===== config.mk =====
export PLATFORM = sky130hd
export DESIGN_NAME = cr_resp_sequencer
export DESIGN_NICKNAME = d
export VERILOG_FILES = /design/src/rtl/cr_resp_pkg.sv /design/src/rtl/cr_word_adder.sv /design/src/rtl/cr_rblock_buf.sv /design/src/rtl/cr_chal_collect.sv /design/src/rtl/cr_resp_sequencer.sv
export SDC_FILE = /design/constraint.sdc
export NUM_CORES = 1
export LEC_CHECK = 0
export BUFFER_PORTS_ARGS = -buffer_cell sky130_fd_sc_hd__buf_2
export CAP_MARGIN = 20
export CORE_AREA = 5 5 198 200
export DETAILED_ROUTE_END_ITERATION = 7
export DIE_AREA = 0 0 203 205
export RECOVER_POWER = 50
export SYNTH_ARGS = -nofsm -noshare
export SYNTH_HDL_FRONTEND = slang
export SYNTH_SLANG_ARGS = --single-unit

===== constraint.sdc =====
create_clock -name clk -period 5.85 [get_ports clk]
set_input_delay 1.17 -clock clk [delete_from_list [all_inputs] [get_ports clk]]
set_output_delay 1.17 -clock clk [all_outputs]
set_load 0.02 [all_outputs]

===== src/rtl/cr_resp_pkg.sv =====
package cr_resp_pkg;

    typedef enum logic [1:0] {
        PH_IDLE   = 2'd0,
        PH_COMMIT = 2'd1,
        PH_CHAL   = 2'd2,
        PH_RESP   = 2'd3
    } phase_e;

    function automatic int cdiv(input int a, input int b);
        return (a + b - 1) / b;
    endfunction

    function automatic int imax(input int a, input int b);
        return (a > b) ? a : b;
    endfunction

endpackage


===== src/rtl/cr_word_adder.sv =====
module cr_word_adder #(
    parameter int WORD_W    = 32,
    parameter int LAST_BITS = 20
) (
    input  logic [WORD_W-1:0] a_i,
    input  logic [WORD_W-1:0] b_i,
    input  logic              cin_i,
    input  logic              trunc_i,
    output logic [WORD_W-1:0] sum_o,
    output logic              cout_o
);
    localparam logic [WORD_W-1:0] TOP_MASK = {WORD_W{1'b1}} >> (WORD_W - LAST_BITS);

    logic [WORD_W:0] raw;

    always_comb begin
        raw    = {1'b0, a_i} + {1'b0, b_i} + {{WORD_W{1'b0}}, cin_i};
        cout_o = raw[WORD_W];
        sum_o  = trunc_i ? (raw[WORD_W-1:0] & TOP_MASK) : raw[WORD_W-1:0];
    end
endmodule


===== src/rtl/cr_rblock_buf.sv =====
module cr_rblock_buf #(
    parameter int WORD_W   = 32,
    parameter int BLOCK_W  = 64,
    parameter int N_BLOCKS = 5
) (
    input  logic               clk,
    input  logic               rst_n,
    input  logic               en_i,
    input  logic               clear_i,
    input  logic [BLOCK_W-1:0] in_data_i,
    input  logic               in_valid_i,
    output logic               in_ready_o,
    output logic [WORD_W-1:0]  word_o,
    output logic               word_valid_o,
    input  logic               pop_i,
    input  logic               flush_i
);
    localparam int HALVES = BLOCK_W / WORD_W;
    localparam int SW     = (HALVES > 1) ? $clog2(HALVES) : 1;
    localparam int TW     = $clog2(N_BLOCKS + 1);
    localparam logic [SW-1:0] SEL_LAST = SW'(HALVES - 1);
    localparam logic [TW-1:0] TAKE_MAX = TW'(N_BLOCKS);

    typedef struct packed {
        logic [BLOCK_W-1:0] data;
        logic               full;
        logic [SW-1:0]      sel;
        logic [TW-1:0]      taken;
    } buf_t;

    buf_t q, d;
    logic               in_fire;
    logic [BLOCK_W-1:0] shifted;

    always_comb begin
        d          = q;
        in_ready_o = en_i && !q.full && (q.taken < TAKE_MAX);
        in_fire    = in_ready_o && in_valid_i;
        shifted    = q.data >> (WORD_W * q.sel);
        word_o       = shifted[WORD_W-1:0];
        word_valid_o = q.full;

        if (clear_i) begin
            d.full  = 1'b0;
            d.sel   = '0;
            d.taken = '0;
        end else if (in_fire) begin
            d.data  = in_data_i;
            d.full  = 1'b1;
            d.sel   = '0;
            d.taken = q.taken + TW'(1);
        end else if (pop_i && q.full) begin
            if (flush_i || q.sel == SEL_LAST) begin
                d.full = 1'b0;
                d.sel  = '0;
            end else begin
                d.sel = q.sel + SW'(1);
            end
        end
    end

    always_ff @(posedge clk or negedge rst_n) begin
        if (!rst_n) q <= '0;
        else        q <= d;
    end
endmodule


===== src/rtl/cr_chal_collect.sv =====
module cr_chal_collect #(
    parameter int WORD_W = 32,
    parameter int CHAL_W = 36
) (
    input  logic              clk,
    input  logic              rst_n,
    input  logic              en_i,
    input  logic [WORD_W-1:0] rx_data_i,
    input  logic              rx_valid_i,
    output logic              rx_ready_o,
    output logic [CHAL_W-1:0] chal_o,
    output logic              done_o
);
    localparam int CHAL_WORDS = (CHAL_W + WORD_W - 1) / WORD_W;
    localparam int CHAL_PAD   = CHAL_WORDS * WORD_W;
    localparam int IW         = (CHAL_WORDS > 1) ? $clog2(CHAL_WORDS) : 1;
    localparam logic [IW-1:0] IDX_LAST = IW'(CHAL_WORDS - 1);

    typedef struct packed {
        logic [CHAL_W-1:0] chal;
        logic [IW-1:0]     idx;
    } col_t;

    col_t q, d;
    logic                fire;
    logic [CHAL_PAD-1:0] padded;

    always_comb begin
        d          = q;
        rx_ready_o = en_i;
        fire       = en_i && rx_valid_i;
        done_o     = fire && (q.idx == IDX_LAST);
        padded     = CHAL_PAD'(q.chal);
        for (int k = 0; k < CHAL_WORDS; k++) begin
            if (fire && q.idx == IW'(k)) padded[k*WORD_W +: WORD_W] = rx_data_i;
        end
        if (fire) begin
            d.chal = padded[CHAL_W-1:0];
            d.idx  = done_o ? '0 : q.idx + IW'(1);
        end
        chal_o = q.chal;
    end

    always_ff @(posedge clk or negedge rst_n) begin
        if (!rst_n) q <= '0;
        else        q <= d;
    end
endmodule


===== src/rtl/cr_resp_sequencer.sv =====
module cr_resp_sequencer
    import cr_resp_pkg::*;
#(
    parameter int WORD_W    = 32,
    parameter int BLOCK_W   = 64,
    parameter int PROD_W    = 196,
    parameter int SURPLUS_W = 80,
    parameter int COMMIT_W  = 64,
    parameter int CHAL_W    = 36
) (
    input  logic                clk,
    input  logic                rst_n,
    input  logic                start_i,
    input  logic [COMMIT_W-1:0] commit_i,
    input  logic [WORD_W-1:0]   rx_data_i,
    input  logic                rx_valid_i,
    output logic                rx_ready_o,
    output logic [CHAL_W-1:0]   chal_o,
    output logic                mul_start_o,
    input  logic [BLOCK_W-1:0]  r_data_i,
    input  logic                r_valid_i,
    output logic                r_ready_o,
    input  logic [WORD_W-1:0]   p_data_i,
    input  logic                p_valid_i,
    output logic                p_ready_o,
    output logic [WORD_W-1:0]   tx_data_o,
    output logic                tx_valid_o,
    input  logic                tx_ready_i,
    output logic                tx_last_o,
    output logic                tx_resp_o
);
    localparam int RESP_W       = PROD_W + SURPLUS_W;
    localparam int RESP_WORDS   = cdiv(RESP_W, WORD_W);
    localparam int PROD_WORDS   = cdiv(PROD_W, WORD_W);
    localparam int HALVES       = BLOCK_W / WORD_W;
    localparam int R_BLOCKS     = cdiv(RESP_WORDS, HALVES);
    localparam int COMMIT_WORDS = cdiv(COMMIT_W, WORD_W);
    localparam int COMMIT_PAD   = COMMIT_WORDS * WORD_W;
    localparam int LAST_BITS    = RESP_W - (RESP_WORDS - 1) * WORD_W;
    localparam int CW           = $clog2(imax(COMMIT_WORDS, RESP_WORDS) + 1);

    localparam logic [CW-1:0] CNT_COMMIT    = CW'(COMMIT_WORDS);
    localparam logic [CW-1:0] CNT_COMMIT_LS = CW'(COMMIT_WORDS - 1);
    localparam logic [CW-1:0] CNT_RESP      = CW'(RESP_WORDS);
    localparam logic [CW-1:0] CNT_RESP_LS   = CW'(RESP_WORDS - 1);
    localparam logic [CW-1:0] CNT_PROD      = CW'(PROD_WORDS);

    typedef struct packed {
        phase_e            phase;
        logic [CW-1:0]     cnt;
        logic              carry;
        logic              out_v;
        logic [WORD_W-1:0] out_data;
        logic              out_last;
        logic              out_resp;
        logic              mstart;
    } seq_t;

    seq_t q, d;

    // handshake and datapath nets between the sequencer and its helpers
    logic              chal_en, chal_done;
    logic              r_en, r_clear, r_pop, r_flush;
    logic [WORD_W-1:0] r_word;
    logic              r_word_v;
    logic [WORD_W-1:0] add_b, add_sum;
    logic              add_trunc, add_cout;
    logic              slot_free, tx_fire, in_prod, can_load, go;
    logic [COMMIT_PAD-1:0] commit_ext, commit_sh;

    cr_chal_collect #(.WORD_W(WORD_W), .CHAL_W(CHAL_W)) u_chal (
        .clk        (clk),
        .rst_n      (rst_n),
        .en_i       (chal_en),
        .rx_data_i  (rx_data_i),
        .rx_valid_i (rx_valid_i),
        .rx_ready_o (rx_ready_o),
        .chal_o     (chal_o),
        .done_o     (chal_done)
    );

    cr_rblock_buf #(.WORD_W(WORD_W), .BLOCK_W(BLOCK_W), .N_BLOCKS(R_BLOCKS)) u_rbuf (
        .clk          (clk),
        .rst_n        (rst_n),
        .en_i         (r_en),
        .clear_i      (r_clear),
        .in_data_i    (r_data_i),
        .in_valid_i   (r_valid_i),
        .in_ready_o   (r_ready_o),
        .word_o       (r_word),
        .word_valid_o (r_word_v),
        .pop_i        (r_pop),
        .flush_i      (r_flush)
    );

    cr_word_adder #(.WORD_W(WORD_W), .LAST_BITS(LAST_BITS)) u_add (
        .a_i     (r_word),
        .b_i     (add_b),
        .cin_i   (q.carry),
        .trunc_i (add_trunc),
        .sum_o   (add_sum),
        .cout_o  (add_cout)
    );

    always_comb begin
        d          = q;
        d.mstart   = 1'b0;
        slot_free  = !q.out_v || tx_ready_i;
        tx_fire    = q.out_v && tx_ready_i;
        if (tx_fire) d.out_v = 1'b0;

        commit_ext = COMMIT_PAD'(commit_i);
        commit_sh  = commit_ext >> (WORD_W * q.cnt);

        chal_en   = (q.phase == PH_CHAL);
        r_en      = (q.phase == PH_RESP);
        r_clear   = chal_done;
        in_prod   = (q.cnt < CNT_PROD);
        add_b     = in_prod ? p_data_i : '0;
        add_trunc = (q.cnt == CNT_RESP_LS);
        can_load  = r_en && slot_free && r_word_v && (q.cnt < CNT_RESP);
        p_ready_o = can_load && in_prod;
        go        = can_load && (!in_prod || p_valid_i);
        r_pop     = go;
        r_flush   = go && (q.cnt == CNT_RESP_LS);

        unique case (q.phase)
            PH_IDLE: begin
                if (start_i) begin
                    d.phase = PH_COMMIT;
                    d.cnt   = '0;
                end
            end
            PH_COMMIT: begin
                if (slot_free && q.cnt < CNT_COMMIT) begin
                    d.out_v    = 1'b1;
                    d.out_data = commit_sh[WORD_W-1:0];
                    d.out_last = (q.cnt == CNT_COMMIT_LS);
                    d.out_resp = 1'b0;
                    d.cnt      = q.cnt + CW'(1);
                end
                if (tx_fire && q.out_last) d.phase = PH_CHAL;
            end
            PH_CHAL: begin
                if (chal_done) begin
                    d.phase  = PH_RESP;
                    d.cnt    = '0;
                    d.carry  = 1'b0;
                    d.mstart = 1'b1;
                end
            end
            PH_RESP: begin
                if (go) begin
                    d.out_v    = 1'b1;
                    d.out_data = add_sum;
                    d.out_last = (q.cnt == CNT_RESP_LS);
                    d.out_resp = 1'b1;
                    d.carry    = add_cout;
                    d.cnt      = q.cnt + CW'(1);
                end
                if (tx_fire && q.out_last) d.phase = PH_IDLE;
            end
            default: d.phase = PH_IDLE;
        endcase

        tx_data_o   = q.out_data;
        tx_valid_o  = q.out_v;
        tx_last_o   = q.out_last;
        tx_resp_o   = q.out_resp;
        mul_start_o = q.mstart;
    end

    always_ff @(posedge clk or negedge rst_n) begin
        if (!rst_n) q <= '0;
        else        q <= d;
    end
endmodule


==> flow_summary.ini, run 1 <==
[timing]
skew_ns = 0.0124
maxSlewViolCount = 111
rsz0062_at_grt = no
min_period_ns = 3.96
hold_viol_final = 0
setup_tns_ns = 0
setup_viol = 0
clock.fmax_mhz = 253
relSlewSlack_pct = -62.3
fin_crit_sh_pct = 67.7
worstMarginPinSlew_ns = 2.44

[clock_network]
cts_max_path_buffers = 2
cts_sinks = 149
clk_pin_slew_ns = 0.08
clkLatencyLatePin_ns = 0.45
htree_levels = 4
ctsHoldBuffers = 0
post_cts_buffers = 0
cts_tree = built
ctsResizeCount = 0
numCtsBuffers = 17
cts-root-buf = clkbuf_16

[synth]
synthFlopType = dfrtp_1
yosys-top-cells-count = dfrtp_1 (149), mux2_2 (102), buf_4 (68)
synth-seq-area-share_pct = 40.8
yosys-top-cells-area = dfrtp_1 (41%), mux2_2 (13%), buf_4 (5.6%)
synth-async-reset-ratio_pct = 100
synth_edf_count = 0
synth_fp_nets = 1133
synth_cells = 892
synth_top_cell_area_share_pct = 40.8
synth_warnings = 0
yosys.area.top_type = dfrtp_1
avgSynthCellArea_um2 = 10.3
synth_area_mm2 = 0.00915
ys_ff_latch = 149
synth_cell_types = 59
yosysMostFrequentCell = dfrtp_1

[outcome]
status = finished with violations
violations = capacitance limit, slew limit

[worst_setup_path]
slowest_delay_ns = 0.69
cp_top_family = compound AO/OA/AOI/OAI gates
path_max_fanout = 22
cp_num_buf_inv = 0
cp-start-kind = flop
cp.required_ns = 6.17
crit_slowest_cell = a21oi_2
worstPathArrival_ns = 4.28
worstSetupPathType = reg2reg
path_cells = ha_1 -> a21oi_2 -> and2_1 -> ha_1 -> nor2b_1 -> o31ai_1 -> a21oi_2 -> a31oi_1 -> o21ai_1 -> a41oi_1 -> xor2_1 -> o21ai_1
end_kind = flop

[placement]
dp_cells = 1540
port_buffers = 273
dpl.hpwl_mm = 23.7
place_area_mm2 = 0.0105
gp_congestion = 0.847

[flow_run]
drv_cap = 3

[pwr]
switching_share_pct = 45.7
p_per_area_mw_per_mm2 = 592
seqPwrFrac_pct = 27.4
p_comb_share_pct = 55.8
p_leak_nw = 5.19
power.internal_mw = 3.55
switchingPower_mw = 2.99
p_clk_share_pct = 16.8
vdd_drop_max_uv = 223

[grt]
grt.total_usage_pct = 14.1
overflow = 0
grt_max_degree = 77
antenna_found_initial = 4
grt_pass1_wl_mm = 44.0
grt_pass1_vias = 7446

[route]
vias = 7107
drtAntennaViolNets = 0
routedWlPerCell_um = 18.8
drt_iter0_drc = 168
drcViolationCount = 0
totalWireLength_mm = 29.5
viasPerCell = 4.52
drt-pass1-iter-count = 4

[cells_and_area]
num-fill-cells = 3922
drive_gt1_share_pct = 35.7
finish.instance_area_mm2 = 0.0111
seq_area_mm2 = 0.00373
multi_input_area_mm2 = 0.00473
syn_to_final_growth_pct = 21.0
final_cells = 1573
layout.nets = 1326

[die]
start_util_pct = 24.6
core.rowCount = 71
pin_count = 274
core_area_mm2 = 0.0372
die_h_um = 205
dieArea_mm2 = 0.0416
die_w_um = 203

[min_path]
hold_class = reg2reg
==> cell usage in the layout (no fill, tap or decap), drive strengths merged, types with 3 or more instances in the layout <==
master and instances:
a211oi 4, a21boi 3, a21o 17, a21oi 68, a31oi 5, a41oi 3, and2 35, and3 8
and3b 3, buf 247, clkbuf 51, clkinv 3, dfrtp 149, ha 40, inv 22, mux2 128
mux2i 34, nand2 66, nand2b 6, nand3 8, nand4 3, nor2 39, nor2b 5, nor3 21
nor4 3, o211ai 3, o21a 3, o21ai 59, o21bai 3, o31ai 6, xnor2 17, xor2 11
==> layout make-up <==
class | count | area share (%)
Antenna cell | 1 | 0.0226
Clock buffer | 17 | 3.84
Clock inverter | 15 | 1.40
Inverter | 11 | 0.373
Multi-Input combinational cell | 625 | 42.8
Sequential cell | 149 | 33.7
Tap cell | 474 | 5.36
Timing Repair Buffer | 281 | 12.5
==> metal layers <==
layer	vias up	part of all wire (%)	global-route usage (%)
li1	3490	-	-
met1	3376	46	18.3
met2	213	45	22.6
met3	22	6.9	4.46
met4	6	1.6	3.90
met5	-	0.12	0
==> per-stage QoR <==
stage	power (mW)	utilization, %	hold WS (ns)	worst slack, ns
after global routing	7.06	29.7	0.500	1.52
after detailed placement	5.52	28.3	0.463	1.89
after global placement	5.47	28.3	0.456	1.98
final	6.55	29.7	0.473	1.89
after CTS	6.67	29.9	0.481	1.86
after floorplan	4.63	-	0.447	2.42
==> power by group through the flow <==
stage,sequential [mW],combinational (mW),clock [mW]
CTS,1.80,3.73,1.15
finish,1.80,3.65,1.10
global route,1.86,4.01,1.19
global placement,1.80,3.67,0
floorplan,1.72,2.91,0
detailed placement,1.82,3.70,0
==> logic make-up after synthesis <==
family / synth area share [%]
AND/OR/NAND/NOR: 10.9
AO/OA/AOI/OAI: 12.6
multiplexers: 19.5
flip-flops: 40.8
buffers and inverters: 7.68
adder cells (fa/ha/maj): 5.91
XOR/XNOR: 2.68
==> worst min-delay path, stage by stage (launching register included) <==
cell	delay, ns
dfrtp_1	0.34
nand2_1	0.05
nand2_1	0.05
==> final timing paths <==
path | start | endpoint | slack [ns] | cells after the start
max | q[38]$_DFFE_PN0P_ | tx_data_o[21]$_DFFE_PN0P_ | 1.89 | 12
min | tx_resp_o$_DFFE_PN0P_ | tx_resp_o$_DFFE_PN0P_ | 0.47 | 2
max reg2reg | q[38]$_DFFE_PN0P_ | tx_data_o[21]$_DFFE_PN0P_ | 1.89 | 12
min reg2reg | tx_resp_o$_DFFE_PN0P_ | tx_resp_o$_DFFE_PN0P_ | 0.47 | 2
max in group asynchronous | rst_n | q[37]$_DFFE_PN0P_ | 2.19 | 2
min in group asynchronous | rst_n | u_chal.chal_o[13]$_DFFE_PN0P_ | 0.72 | 1
==> flip-flops by register name (all words and copies together) (netlist names) <==
name and count:
u_rbuf.word_valid_o 1, tx_valid_o 1, tx_resp_o 1, tx_data_o 32, tx_last_o 1, u_chal.q 1
mul_start_o 1, u_chal.chal_o 36, q 7, u_rbuf.q 68
No activity file was read; power rests on OpenSTA's default activity.
==> run 2: changes to the inputs <==
clock period = 3.9 ns   (was 5.85 ns; I/O delays follow)
==> run 2 against run 1 <==
The run still ends with capacitance limit, slew limit left. First-iteration DRC count grew 64%. Final cell count grew 0.76%. Largest power group unchanged. Critical path type unchanged. Highest routed layer unchanged. Clock skew grew 0.00050 ns.
==> flow_summary.ini, run 2 (same netlist as run 1, synthesis figures left out) <==
[outcome]
status = finished with violations
violations = capacitance limit, slew limit

[grt]
antenna_found_initial = 14
grt_max_degree = 65
overflow = 0
grt_pass1_wl_mm = 44.0
grt.total_usage_pct = 14.0
grt_pass1_vias = 7490

[cells_and_area]
num-fill-cells = 3941
layout.nets = 1334
syn_to_final_growth_pct = 22.6
layout_common_cells = buf_2 (236), dfrtp_1 (148), mux2_2 (102)
final_cells = 1585
layout_commonest_cell = buf_2
drive_gt1_share_pct = 35.9
max_flop_register = u_rbuf.q
finish.instance_area_mm2 = 0.0112
largest_reg_flops = 68
fin_util_pct = 30.1

[placement]
place_area_mm2 = 0.0106
dp_cells = 1548
dpl.hpwl_mm = 23.8
port_buffers = 273
gp_congestion = 0.861

[timing]
hold_slack_ns = 0.475
maxSlewViolCount = 49
skew_ns = 0.0129
clock.fmax_mhz = 286
min_period_ns = 3.50
fin_crit_sh_pct = 89.6
hold_viol_final = 0
setup_tns_ns = 0
setup_viol = 0
worstMarginPinSlew_ns = 2.87
relSlewSlack_pct = -91.2
rsz0062_at_grt = no

[route]
drt-pass1-iter-count = 5
vias = 7236
drt_iter0_drc = 276
drcViolationCount = 0
drtAntennaViolNets = 0
totalWireLength_mm = 29.6
routedWlPerCell_um = 18.7
viasPerCell = 4.57

[clock_network]
cts_sinks = 149
htree_levels = 4
cts-root-buf = clkbuf_16
clkLatencyLatePin_ns = 0.44
ctsResizeCount = 0
clk_pin_slew_ns = 0.07
numCtsBuffers = 17
cts_tree = built
post_cts_buffers = 0
ctsHoldBuffers = 0
cts_max_path_buffers = 2

[worst_setup_path]
cp-start-kind = flop
path_max_fanout = 10
end_kind = flop
cp.required_ns = 4.22
worstPathArrival_ns = 3.81
worstSetupPathType = reg2reg
reg2reg_depth = 13

[pwr]
vdd_drop_max_uv = 430
p_per_area_mw_per_mm2 = 898
p_leak_nw = 5.25

[die]
die_w_um = 203
start_util_pct = 24.6
dieArea_mm2 = 0.0416
core.rowCount = 71
die_h_um = 205
pin_count = 274
core_area_mm2 = 0.0372

[min_path]
hold_class = reg2reg
hold_depth = 2

[flow_run]
drv_cap = 1
==> run 2: cell types whose count changed in the layout (fill, tap and decap cells not counted), moves of 3 or more <==
cell       change
buf_2          -4
buf_4          +7
bufinv_16      +4
clkbuf_1       +4
clkinv_2       +3
clkinv_4       +5
diode_2        +4
inv_6          -8
==> run 2: layout make-up <==
| type | instances | area [µm²] | share of cell area (%) |
|---|---|---|---|
| Clock buffer | 18 | 439 | 3.92 |
| Clock inverter | 14 | 201 | 1.80 |
| Sequential cell | 149 | 3730 | 33.3 |
| Inverter | 11 | 41.3 | 0.368 |
| Tap cell | 474 | 593 | 5.29 |
| Antenna cell | 5 | 12.5 | 0.112 |
| Timing Repair Buffer | 289 | 1460 | 13.0 |
| Multi-Input combinational cell | 625 | 4730 | 42.2 |
==> run 2: critical path, stage by stage (launching register included) <==
cell and delay [ns]:
dfrtp_1 0.41, ha_1 0.26, a21oi_2 0.10, buf_4 0.17
and2_1 0.19, fa_1 0.46, a211oi_1 0.32, o21ai_1 0.16
a21boi_2 0.25, o31ai_1 0.13, o31a_1 0.35, a221oi_2 0.32
xor2_1 0.19, o21ai_1 0.07
==> run 2: power by group <==
group	internal, mW	switching, mW
clock	1.10	0.729
sequential	2.28	0.385
combinational	2.23	3.34
==> run 2: final timing paths <==
kind | start | end | slack [ns]
worst min register to register | tx_data_o[1]$_DFFE_PN0P_ | tx_data_o[1]$_DFFE_PN0P_ | 0.47
worst max register to register | q[38]$_DFFE_PN0P_ | tx_data_o[28]$_DFFE_PN0P_ | 0.40
max in group asynchronous | rst_n | u_rbuf.q[33]$_DFFE_PN0P_ | 0.63
min in group asynchronous | rst_n | tx_data_o[10]$_DFFE_PN0P_ | 1.27
worst max-delay path | q[38]$_DFFE_PN0P_ | tx_data_o[28]$_DFFE_PN0P_ | 0.40
worst min-delay path | tx_data_o[1]$_DFFE_PN0P_ | tx_data_o[1]$_DFFE_PN0P_ | 0.47
==> run 2: per-stage QoR <==
step	power (mW)	setup WS [ns]
floorplan	6.95	0.485
global placement	8.23	0.484
detailed placement	8.32	0.378
CTS	10.2	0.416
global route	10.8	0.0808
finish	10.1	0.404
==> run 2: per-layer routing <==
metal | global-route usage, % | routed length, µm | share of wire, %
met5 | 0 | 85 | 0.29
met1 | 17.8 | 13200 | 45
met4 | 4.27 | 576 | 1.9
met3 | 5.75 | 2700 | 9.1
met2 | 21.9 | 13000 | 44
==> run 3: changes to the inputs <==
CORE_AREA = 5 5 145 147   (was 5 5 198 200)
DIE_AREA = 0 0 150 152   (was 0 0 203 205)
PLACE_DENSITY = 0.77   (was unset)
clock period = 2.8 ns   (was 3.9 ns; I/O delays follow)
==> run 3 against run 2 <==
The flow finishes with violations (setup timing). Clock skew is 0.0024 ns lower. Clock power is 30% higher. Via count increased by 8.3%. Routed wire length shrank 5.3%. Combinational power grew 85%. Critical endpoint is now tx_data_o[30]$_DFFE_PN0P_.
==> flow_summary.ini, run 3 (same netlist as run 1, synthesis figures left out) <==
[outcome]
status = finished with violations
violations = setup timing

[cells_and_area]
finish.instance_area_mm2 = 0.0123
max_flop_register = u_rbuf.q
drive_gt1_share_pct = 48.8
layout_common_cells = buf_2 (248), dfrtp_1 (147), mux2_2 (101)
syn_to_final_growth_pct = 34.0
layout.nets = 1428
fin_util_pct = 61.9
layout_commonest_cell = buf_2
largest_reg_flops = 68

[placement]
gp_congestion = 0.939
dpl.hpwl_mm = 20.8
place_area_mm2 = 0.0110
port_buffers = 273

[route]
vias = 7840
routedWlPerCell_um = 19.1
drt-pass1-iter-count = 5
viasPerCell = 5.33
totalWireLength_mm = 28.0
drt_iter0_drc = 528
drcViolationCount = 0
drtAntennaViolNets = 0

[timing]
min_period_ns = 3.09
worstMarginPinSlew_ns = 1.47
relSlewSlack_pct = 2.32
hold_viol_final = 0
maxSlewViolCount = 0
fin_crit_sh_pct = 110
setup_slack_ns = -0.292
setup_viol = 22
clock.fmax_mhz = 323
rsz0062_at_grt = yes
skew_ns = 0.0105

[worst_setup_path]
worstSetupPathType = reg2reg
worstPathArrival_ns = 3.40
cp-start-kind = flop
cp.required_ns = 3.11
end_kind = flop
reg2reg_depth = 14
path_max_fanout = 11

[clock_network]
cts_max_path_buffers = 2
htree_levels = 4
cts_sinks = 149
clk_pin_slew_ns = 0.07
clkLatencyLatePin_ns = 0.43
cts_tree = built
numCtsBuffers = 17
cts-root-buf = clkbuf_16

[pwr]
vdd_drop_max_uv = 570
p_per_area_mw_per_mm2 = 1340
p_leak_nw = 5.85

[grt]
grt.total_usage_pct = 23.3
grt_pass1_wl_mm = 41.9
grt_pass1_vias = 7913
antenna_found_initial = 5
grt_max_degree = 59
overflow = 0

[die]
dieArea_mm2 = 0.0228
core_area_mm2 = 0.0198
die_w_um = 150
start_util_pct = 46.2
die_h_um = 152
core.rowCount = 52
pin_count = 274

[min_path]
hold_class = in2reg
hold_depth = 2

[flow_run]
drv_cap = 0
-- run 3: area by class of cell --
cell class                 instances  area (µm²)
antenna                            1        2.50
fill                            1606        7530
tap                              270         338
timing repair buffer             383        2260
clock buffer                      20         457
clock inverter                    11         151
inverter                          11        41.3
multi-input combinational        625        5270
sequential                       149        3730
-- run 3: per-stage QoR --
stage                     setup slack [ns]  instances  total power, mW  hold slack, ns  TNS (ns)
final                               -0.292       1470             16.4           0.340     -4.14
after global routing                -0.441       1470             17.4           0.330     -7.93
after CTS                           -0.184       1459             15.6           0.113     -1.40
after detailed placement            -0.346       1420             12.4           0.465     -4.18
after global placement              -0.196       1420             12.2           0.456     -2.23
after floorplan                     -0.182        892             9.74           0.264     -1.09
-- run 3: final timing paths --
| check | slack, ns | end | from |
|---|---|---|---|
| max | -0.29 | tx_data_o[30]$_DFFE_PN0P_ | q[38]$_DFFE_PN0P_ |
| min | 0.34 | u_rbuf.q[58]$_DFFE_PN0P_ | r_data_i[53] |
| max reg2reg | -0.29 | tx_data_o[30]$_DFFE_PN0P_ | q[38]$_DFFE_PN0P_ |
| min reg2reg | 0.48 | tx_data_o[8]$_DFFE_PN0P_ | tx_data_o[8]$_DFFE_PN0P_ |
| max in group asynchronous | 0.44 | u_rbuf.q[3]$_DFFE_PN0P_ | rst_n |
| min in group asynchronous | 0.47 | u_chal.chal_o[19]$_DFFE_PN0P_ | rst_n |
-- run 3: critical path: stages, from the launching register on --
cell and delay (ns):
dfrtp_1 0.40, ha_2 0.22, a21oi_4 0.22, buf_8 0.17
buf_4 0.15, and2_4 0.15, ha_4 0.15, and3_4 0.20
nand2_1 0.07, or3_1 0.33, o2111ai_2 0.18, nand2_2 0.16
o41ai_4 0.32, xnor2_1 0.16, o21ai_1 0.07
-- run 3: power breakdown --
group	total (mW)	switching [mW]	internal [mW]
Sequential	3.72	0.536	3.18
Clock	2.38	0.928	1.45
Combinational	10.3	5.50	4.85
-- run 3: what timing repair did --
action / in CTS / in global routing
gates cloned: 1 / 0
hold buffers: 0 / 0
gates resized for setup: 56 / 54
endpoints found under the hold margin: 0 / 0
pin swaps: 16 / 13
setup buffers: 7 / 10
endpoints found under the setup margin: 22 / 26
-- run 3: routing by layer --
| layer | routed length [µm] | global-route usage, % | vias to the layer above |
|---|---|---|---|
| li1 | - | - | 3681 |
| met1 | 11200 | 29.7 | 3723 |
| met2 | 13500 | 38.5 | 371 |
| met3 | 2370 | 5.63 | 57 |
| met4 | 855 | 8.76 | 8 |
| met5 | 52 | 0 | - |
